==> src/rtl/lwc_pkg.sv <==
package lwc_pkg;
    typedef enum logic [0:0] {
        ST_REST = 1'b0,
        ST_WAKE = 1'b1
    } lwc_state_e;
endpackage

==> src/rtl/lwc_enable_bit.sv <==
module lwc_enable_bit (
    input  logic clk,
    input  logic rst_n,
    input  logic wr,
    input  logic wdata,
    input  logic clr,
    output logic q
);
    // A clear from the controller wins over a host write in the same cycle.
    always_ff @(posedge clk or negedge rst_n) begin
        if (!rst_n)
            q <= 1'b0;
        else if (clr)
            q <= 1'b0;
        else if (wr)
            q <= wdata;
    end
endmodule

==> src/rtl/lwc_sec_timer.sv <==
module lwc_sec_timer #(
    parameter int unsigned LIMIT = 1800
) (
    input  logic clk,
    input  logic rst_n,
    input  logic run,
    input  logic tick,
    output logic expire
);
    localparam int unsigned CW = (LIMIT < 2) ? 1 : $clog2(LIMIT + 1);
    localparam logic [CW-1:0] LAST = CW'(LIMIT - 1);

    logic [CW-1:0] cnt_q;

    always_ff @(posedge clk or negedge rst_n) begin
        if (!rst_n)
            cnt_q <= '0;
        else if (!run)
            cnt_q <= '0;
        else if (tick && cnt_q != LAST)
            cnt_q <= cnt_q + 1'b1;
    end

    assign expire = run && tick && (cnt_q == LAST);
endmodule

==> src/rtl/lwc_wake_ctrl.sv <==
module lwc_wake_ctrl #(
    parameter int unsigned TIMEOUT_SEC = 1800,
    parameter int unsigned WAKE_MA     = 128,
    parameter int unsigned STEP_MA     = 64,
    parameter int unsigned CODE_W      = 7
) (
    input  logic              clk,
    input  logic              rst_n,
    input  logic              en_wr,
    input  logic              en_wdata,
    input  logic              batt_low,
    input  logic              ichg_wr,
    input  logic              tick_1s,
    output logic [CODE_W-1:0] ovr_code,
    output logic              ovr_valid,
    output logic              en_rdbk
);
    import lwc_pkg::*;

    localparam logic [CODE_W-1:0] WAKE_CODE = CODE_W'(WAKE_MA / STEP_MA);

    lwc_state_e state_q, state_d;
    logic       en_q;
    logic       charging;
    logic       expire;
    logic       clr_en;

    assign charging = (state_q == ST_WAKE);

    // Every ending cause except an abort clears the enable bit.
    assign clr_en = ichg_wr || (charging && (!batt_low || expire));

    lwc_enable_bit u_en (
        .clk   (clk),
        .rst_n (rst_n),
        .wr    (en_wr),
        .wdata (en_wdata),
        .clr   (clr_en),
        .q     (en_q)
    );

    lwc_sec_timer #(.LIMIT(TIMEOUT_SEC)) u_tmr (
        .clk    (clk),
        .rst_n  (rst_n),
        .run    (charging),
        .tick   (tick_1s),
        .expire (expire)
    );

    // State register
    always_ff @(posedge clk or negedge rst_n) begin
        if (!rst_n)
            state_q <= ST_REST;
        else
            state_q <= state_d;
    end

    // Transitions
    always_comb begin
        state_d = state_q;
        unique case (state_q)
            ST_REST: begin
                if (en_q && batt_low && !ichg_wr)
                    state_d = ST_WAKE;            // T_START
            end
            ST_WAKE: begin
                if (ichg_wr)
                    state_d = ST_REST;            // T_HOSTSET
                else if (!batt_low)
                    state_d = ST_REST;            // T_RECOVER
                else if (expire)
                    state_d = ST_REST;            // T_EXPIRE
                else if (!en_q)
                    state_d = ST_REST;            // T_ABORT
            end
            default: state_d = ST_REST;
        endcase
    end

    // Outputs
    always_comb begin
        ovr_valid = 1'b0;
        ovr_code  = '0;
        unique case (state_q)
            ST_REST: ;
            ST_WAKE: begin
                ovr_valid = 1'b1;
                ovr_code  = WAKE_CODE;
            end
            default: ;
        endcase
    end

    assign en_rdbk = en_q;
endmodule

==> config.mk <==
export PLATFORM = sky130hd
export DESIGN_NAME = lwc_wake_ctrl
export DESIGN_NICKNAME = d
export VERILOG_FILES = /design/src/rtl/lwc_pkg.sv /design/src/rtl/lwc_enable_bit.sv /design/src/rtl/lwc_sec_timer.sv /design/src/rtl/lwc_wake_ctrl.sv
export SDC_FILE = /design/constraint.sdc
export NUM_CORES = 1
export LEC_CHECK = 0
export ABC_CLOCK_PERIOD_IN_PS = 5300
export CAP_MARGIN = 20
export CELL_PAD_IN_SITES_DETAIL_PLACEMENT = 1
export CELL_PAD_IN_SITES_GLOBAL_PLACEMENT = 1
export CORE_UTILIZATION = 48
export DETAILED_ROUTE_END_ITERATION = 12
export DONT_BUFFER_PORTS = 1
export GPL_ROUTABILITY_DRIVEN = 1
export PLACE_DENSITY = 0.8
export SETUP_SLACK_MARGIN = 0.02
export SLEW_MARGIN = 20
export SYNTH_ARGS = -nofsm -noshare
export SYNTH_HDL_FRONTEND = slang
export SYNTH_HIERARCHICAL = 1
export SYNTH_SLANG_ARGS = --single-unit
==> constraint.sdc <==
create_clock -name clk -period 5.3 [get_ports clk]
set_clock_uncertainty 0.1 [all_clocks]
set_input_delay 0.53 -clock clk [delete_from_list [all_inputs] [get_ports clk]]
set_output_delay 0.53 -clock clk [all_outputs]
set_load 0.05 [all_outputs]
== After elaboration in Yosys (flattened, before gate mapping) ==
Index checks and enable logic that the tools add are counted.

* Bits in registers: 13
* Input bits: 7
* Output and inout port bits: 9
* Logic and storage cells: 31

* Add/sub/neg operators: 1
* Equality and inequality tests: 3
* Muxes and demuxes: 12
* Bitwise operators: 1
* Reductions and logical operators: 11

{| class="wikitable"
|+ Operator list
! cell !! number
|-
| $mux 11 || 2
|-
| $add 11x1->11 const B || 1
|-
| $eq 11x11->1 const B || 1
|-
| $ne 11x11->1 const B || 1
|-
| $mux 1 || 8
|-
| $logic_and 1x1->1 || 6
|-
| $logic_not 1->1 || 2
|-
| $logic_or 1x1->1 || 2
|-
| $mux 2 || 1
|-
| $ne 2x1->1 const B || 1
|-
| $pmux 1 s2 || 1
|-
| $reduce_bool 2->1 || 1
|-
| $not 1->1 || 1
|}

== Longest topological paths before layout ==
* Depth after elaboration: 6
* Depth in mapped cells: 7
* Depth with buffers taken out: 7

== By module ==
The synthesis kept the hierarchy.

{| class="wikitable"
|+ Modules (own cells, without submodules)
! module !! times used !! cells an instance !! area an instance (um2) !! seq. area each (um2)
|-
| lwc_sec_timer || 1 || 65 || 601.8 || 275.3
|-
| lwc_wake_ctrl || 1 || 13 || 111.4 || 25.0
|-
| lwc_enable_bit || 1 || 3 || 38.8 || 25.0
|}

== Least setup slack after synthesis ==
OpenSTA, ideal clock, no wires.

* Path type: register -> register
* Start point: register u_tmr.cnt_q[3]
* End point: register u_en.q
* Library setup time: 0.120 ns
* Arrival time: 1.542 ns
* Data required time: 5.080 ns
* Slack: 3.538 ns
* Stages on the path, launching flop included: 7
* Buffers on the path: 0
* Period minus slack after synthesis: 1.762 ns
* Cell sequence: dfrtp_1 -> or4b_4 -> nor3_1 -> and3_1 -> nand2b_1 -> a21o_1 -> nor2_1

* Cells in the longest elaborated chain, start to end: 6
* Elaborated cells on any way between the ends: 7
* Classes of those cells: eq/ne (1); mux (1); reduce/logical (5)

{| class="wikitable"
|+ RTL lines
! element !! RTL line !! RTL
|-
| from (decl) || lwc_sec_timer.sv:13 || <nowiki>logic [CW-1:0] cnt_q;</nowiki>
|-
| from (signal assigned) || lwc_sec_timer.sv:21 || <nowiki>cnt_q <= cnt_q + 1'b1;</nowiki>
|-
| $eq 11x11->1 (*) || lwc_sec_timer.sv:24 || <nowiki>assign expire = run && tick && (cnt_q == LAST);</nowiki>
|-
| $logic_and 1x1->1 (*) || lwc_sec_timer.sv:24 ||
|-
| via expire || lwc_wake_ctrl.sv:25 || <nowiki>logic expire;</nowiki>
|-
| $logic_or 1x1->1 (*) || lwc_wake_ctrl.sv:31 || <nowiki>assign clr_en = ichg_wr || (charging && (!batt_low || expire));</nowiki>
|-
| $logic_and 1x1->1 (*) || lwc_wake_ctrl.sv:31 ||
|-
| $logic_or 1x1->1 (*) || lwc_wake_ctrl.sv:31 ||
|-
| via clr_en || lwc_wake_ctrl.sv:26 || <nowiki>logic clr_en;</nowiki>
|-
| $mux 1 or $reduce_bool 2->1 (tied branches) || n/a ||
|-
| to (signal assigned) || lwc_enable_bit.sv:16 || <nowiki>q <= wdata;</nowiki>
|-
| to (decl) || lwc_enable_bit.sv:7 || <nowiki>output logic q</nowiki>
|}

Mark *: on every way through the listed nets, which the timed path passes. The rest lies on a longest branch.
A chain may end at the register's enable or synchronous reset.

== Final worst setup path ==
Ends and elaborated chain as after synthesis.

==> qor.csv <==
metric,value,unit
clk_transition_reported_paths,0.08,ns
holdPathEnd,charging$_DFF_PN0_,
num_antenna_cells,0,
port_buffers,0,
hold_path_depth,1,
ir_worst_vdd,0.000125,V
fp.dieW,41.6,um
n_fill_cell,161,
drive_gt1_frac,0.0833,
first_pass_grt_wire_length,2880,um
post-dp-hpwl,1220,um
run_status,completed,
grt_antenna_before_repair,0,
wl_met3,61,um
worstSetupEndpointType,flop,
clk_root_buffer_cell,clkbuf_4,
ys_seq_area_frac,0.433,
core,0.00138,mm^2
fmax,525,MHz
worst-path-max-fanout,6,
clock_path_buffers,2,
wl_met1,725,um
worstPathRequired,5.37,ns
nets,93,
rr_endpoint,u_en/q$_DFFE_PN0P_,
wl_met2,827,um
first_pass_iters,4,
rr_worst_depth,6,
max-slew-margin-rel,0.597,
yosys.cell_types.count,29,
startpoint_type,flop,
initial_core_util,0.544,
total_wire_length_after_detailed_routing,1630,um
wire_per_inst,16.4,um
layout_worst_path_cycle_share,0.359,
worst_hold_launch,ichg_wr,
via_count,583,
worst_hold_path_type,in2reg,
grt_util_all_layers,0.220,
timing_worst_setup_path_type,reg2reg,
htree_levels,1,
postRouteAntennaNets,0,
finalHoldWorstSlack,0.207,ns
die_area,0.00173,mm^2
rsz0062_at_grt,no,
drv_cap,0,
die_height,41.6,um
detail_route.drc_violations,0,
fin_crit,1.90,ns
global_route.overflow_total,0,
highest_layer,met4,
timing_max_transition_violations_final,0,
regToRegStartpoint,u_tmr/cnt_q[3]$_DFFE_PN0P_,
tritoncts.num_buffers,3,
tritoncts,built,
cts.sinks,13,
worst_ep_arrival_time,1.97,ns
finalSetupViolations,0,
yosysWarningCount,6,
grt_max_degree,14,
tightest_slew,0.603,ns
finalSetupTns,0,ns
vias_per_cell,5.89,
postCtsSetupRepairBufs,0,
grt_pass1_vias,630,
postSynthAreaPerCell,9.28,um^2
clock_latency,0.27,ns
first_iter_violations,9,
r2r_slack,3.40,ns
gp_routability_congestion,0.784,
post_synth_inst_count,81,
synth.cell_area,752,um^2
timing_hold_violations_final,0,
leakagePower,0.313,nW
io-pin-count,16,
synth-seq-cells,13,
rows,13,
area.growth.synth_to_final,3.33,%
cellPowerDensity,232,mW/mm^2
-- layer usage --
metal / track usage / up-vias
li1: - / 286
met1: 0.264 / 281
met2: 0.363 / 12
met3: 0.0696 / 4
met4: 0.0903 / 0
met5: 0 / -
-- how the worst max path moves through the flow --
stage                               start  slack [ns]            endpoint
2_1_floorplan  u_tmr/cnt_q[3]$_DFFE_PN0P_        3.54  u_en/q$_DFFE_PN0P_
3_5_place_dp   u_tmr/cnt_q[3]$_DFFE_PN0P_        3.45  u_en/q$_DFFE_PN0P_
4_1_cts                charging$_DFF_PN0_        3.42         ovr_code[1]
3_3_place_gp   u_tmr/cnt_q[3]$_DFFE_PN0P_        3.48  u_en/q$_DFFE_PN0P_
6_report       u_tmr/cnt_q[3]$_DFFE_PN0P_        3.40  u_en/q$_DFFE_PN0P_
5_1_grt        u_tmr/cnt_q[3]$_DFFE_PN0P_        3.35  u_en/q$_DFFE_PN0P_
-- metrics by stage --
step / area [um^2] / util / setup slack (ns) / std cells / power (mW)
floorplan: 771 / - / 3.54 / 86 / 0.121
detailed placement: 741 / 0.536 / 3.45 / 94 / 0.119
global placement: 741 / 0.536 / 3.48 / 94 / 0.119
CTS: 777 / 0.562 / 3.42 / 99 / 0.182
global route: 777 / 0.562 / 3.35 / 99 / 0.188
finish: 777 / 0.562 / 3.40 / 99 / 0.180
-- cell usage after synthesis --
master	number	share of area
and3_1	1	0.0083
or2_2	1	0.0083
xor2_1	1	0.012
buf_4	7	0.070
or3_1	3	0.025
or4b_4	1	0.018
nor2_1	3	0.015
dfrtp_1	13	0.43
ha_1	1	0.017
a21oi_1	6	0.040
clkbuf_1	1	0.0050
nand2b_1	4	0.033
o21a_1	1	0.010
o31ai_1	1	0.010
o31a_1	1	0.012
a21o_1	1	0.010
nor3_1	1	0.0066
and4_1	1	0.012
or4_1	1	0.010
conb_1	1	0.0050
inv_1	4	0.020
o21ai_0	3	0.020
nand4_1	4	0.033
nor4_1	2	0.017
nand3_1	1	0.0066
o311ai_0	1	0.012
mux2i_1	5	0.067
nand2_1	10	0.050
a211oi_2	1	0.017
-- sequential cells by signal, indices dropped and copies added, names as in the netlist --
signal       flops
u_tmr/cnt_q     11
u_en/q           1
charging         1
-- cells by family after synthesis --
family,count (synthesis),share of synthesized area
XOR/XNOR,1,0.0116
buffers and inverters,12,0.0948
AO/OA/AOI/OAI,15,0.130
adder cells (fa/ha/maj),1,0.0166
flip-flops,13,0.433
other,1,0.00499
multiplexers,5,0.0666
AND/OR/NAND/NOR,33,0.243
-- worst max-delay path, cell delays in order, from the launching register on --
cell and delay, ns:
dfrtp_1 0.44, or4b_4 0.56, nor3_1 0.21, and3_1 0.22, nand2b_1 0.12, a21o_1 0.11
nor2_1 0.04
-- where the power goes --
group	switching, mW	leakage (nW)	total (mW)	internal (mW)
clock network	0.0318	0.0150	0.0609	0.0291
registers	0.00277	0.181	0.103	0.0997
logic	0.0142	0.117	0.0167	0.00255
total	0.0488	0.313	0.180	0.131
-- cell type report --
| cell class | instances | area (um^2) | area share |
|---|---|---|---|
| clock buffers | 4 | 26.3 | 0.0338 |
| inverters | 4 | 15.0 | 0.0193 |
| multi-input cells | 61 | 374 | 0.481 |
| flip-flops and latches | 13 | 325 | 0.419 |
| well taps | 15 | 18.8 | 0.0242 |
| repair buffers | 2 | 17.5 | 0.0225 |
-- what timing repair did --
| action | CTS | global route |
|---|---|---|
| hold buffers | 1 | 0 |
| endpoints found under the hold margin | 13 | 0 |
| resized for setup | 0 | 0 |
| setup endpoints to repair | 0 | 0 |
-- cells in the final DEF, fill, tap and decap left out, types with 4 or more instances in the layout --
cell type / count
inv_1: 4
conb_1: 6
nand4_1: 4
mux2i_1: 5
nand2_1: 10
nand2b_1: 4
a21oi_1: 6
dfrtp_1: 13
Power figures use the tool's default switching activity.
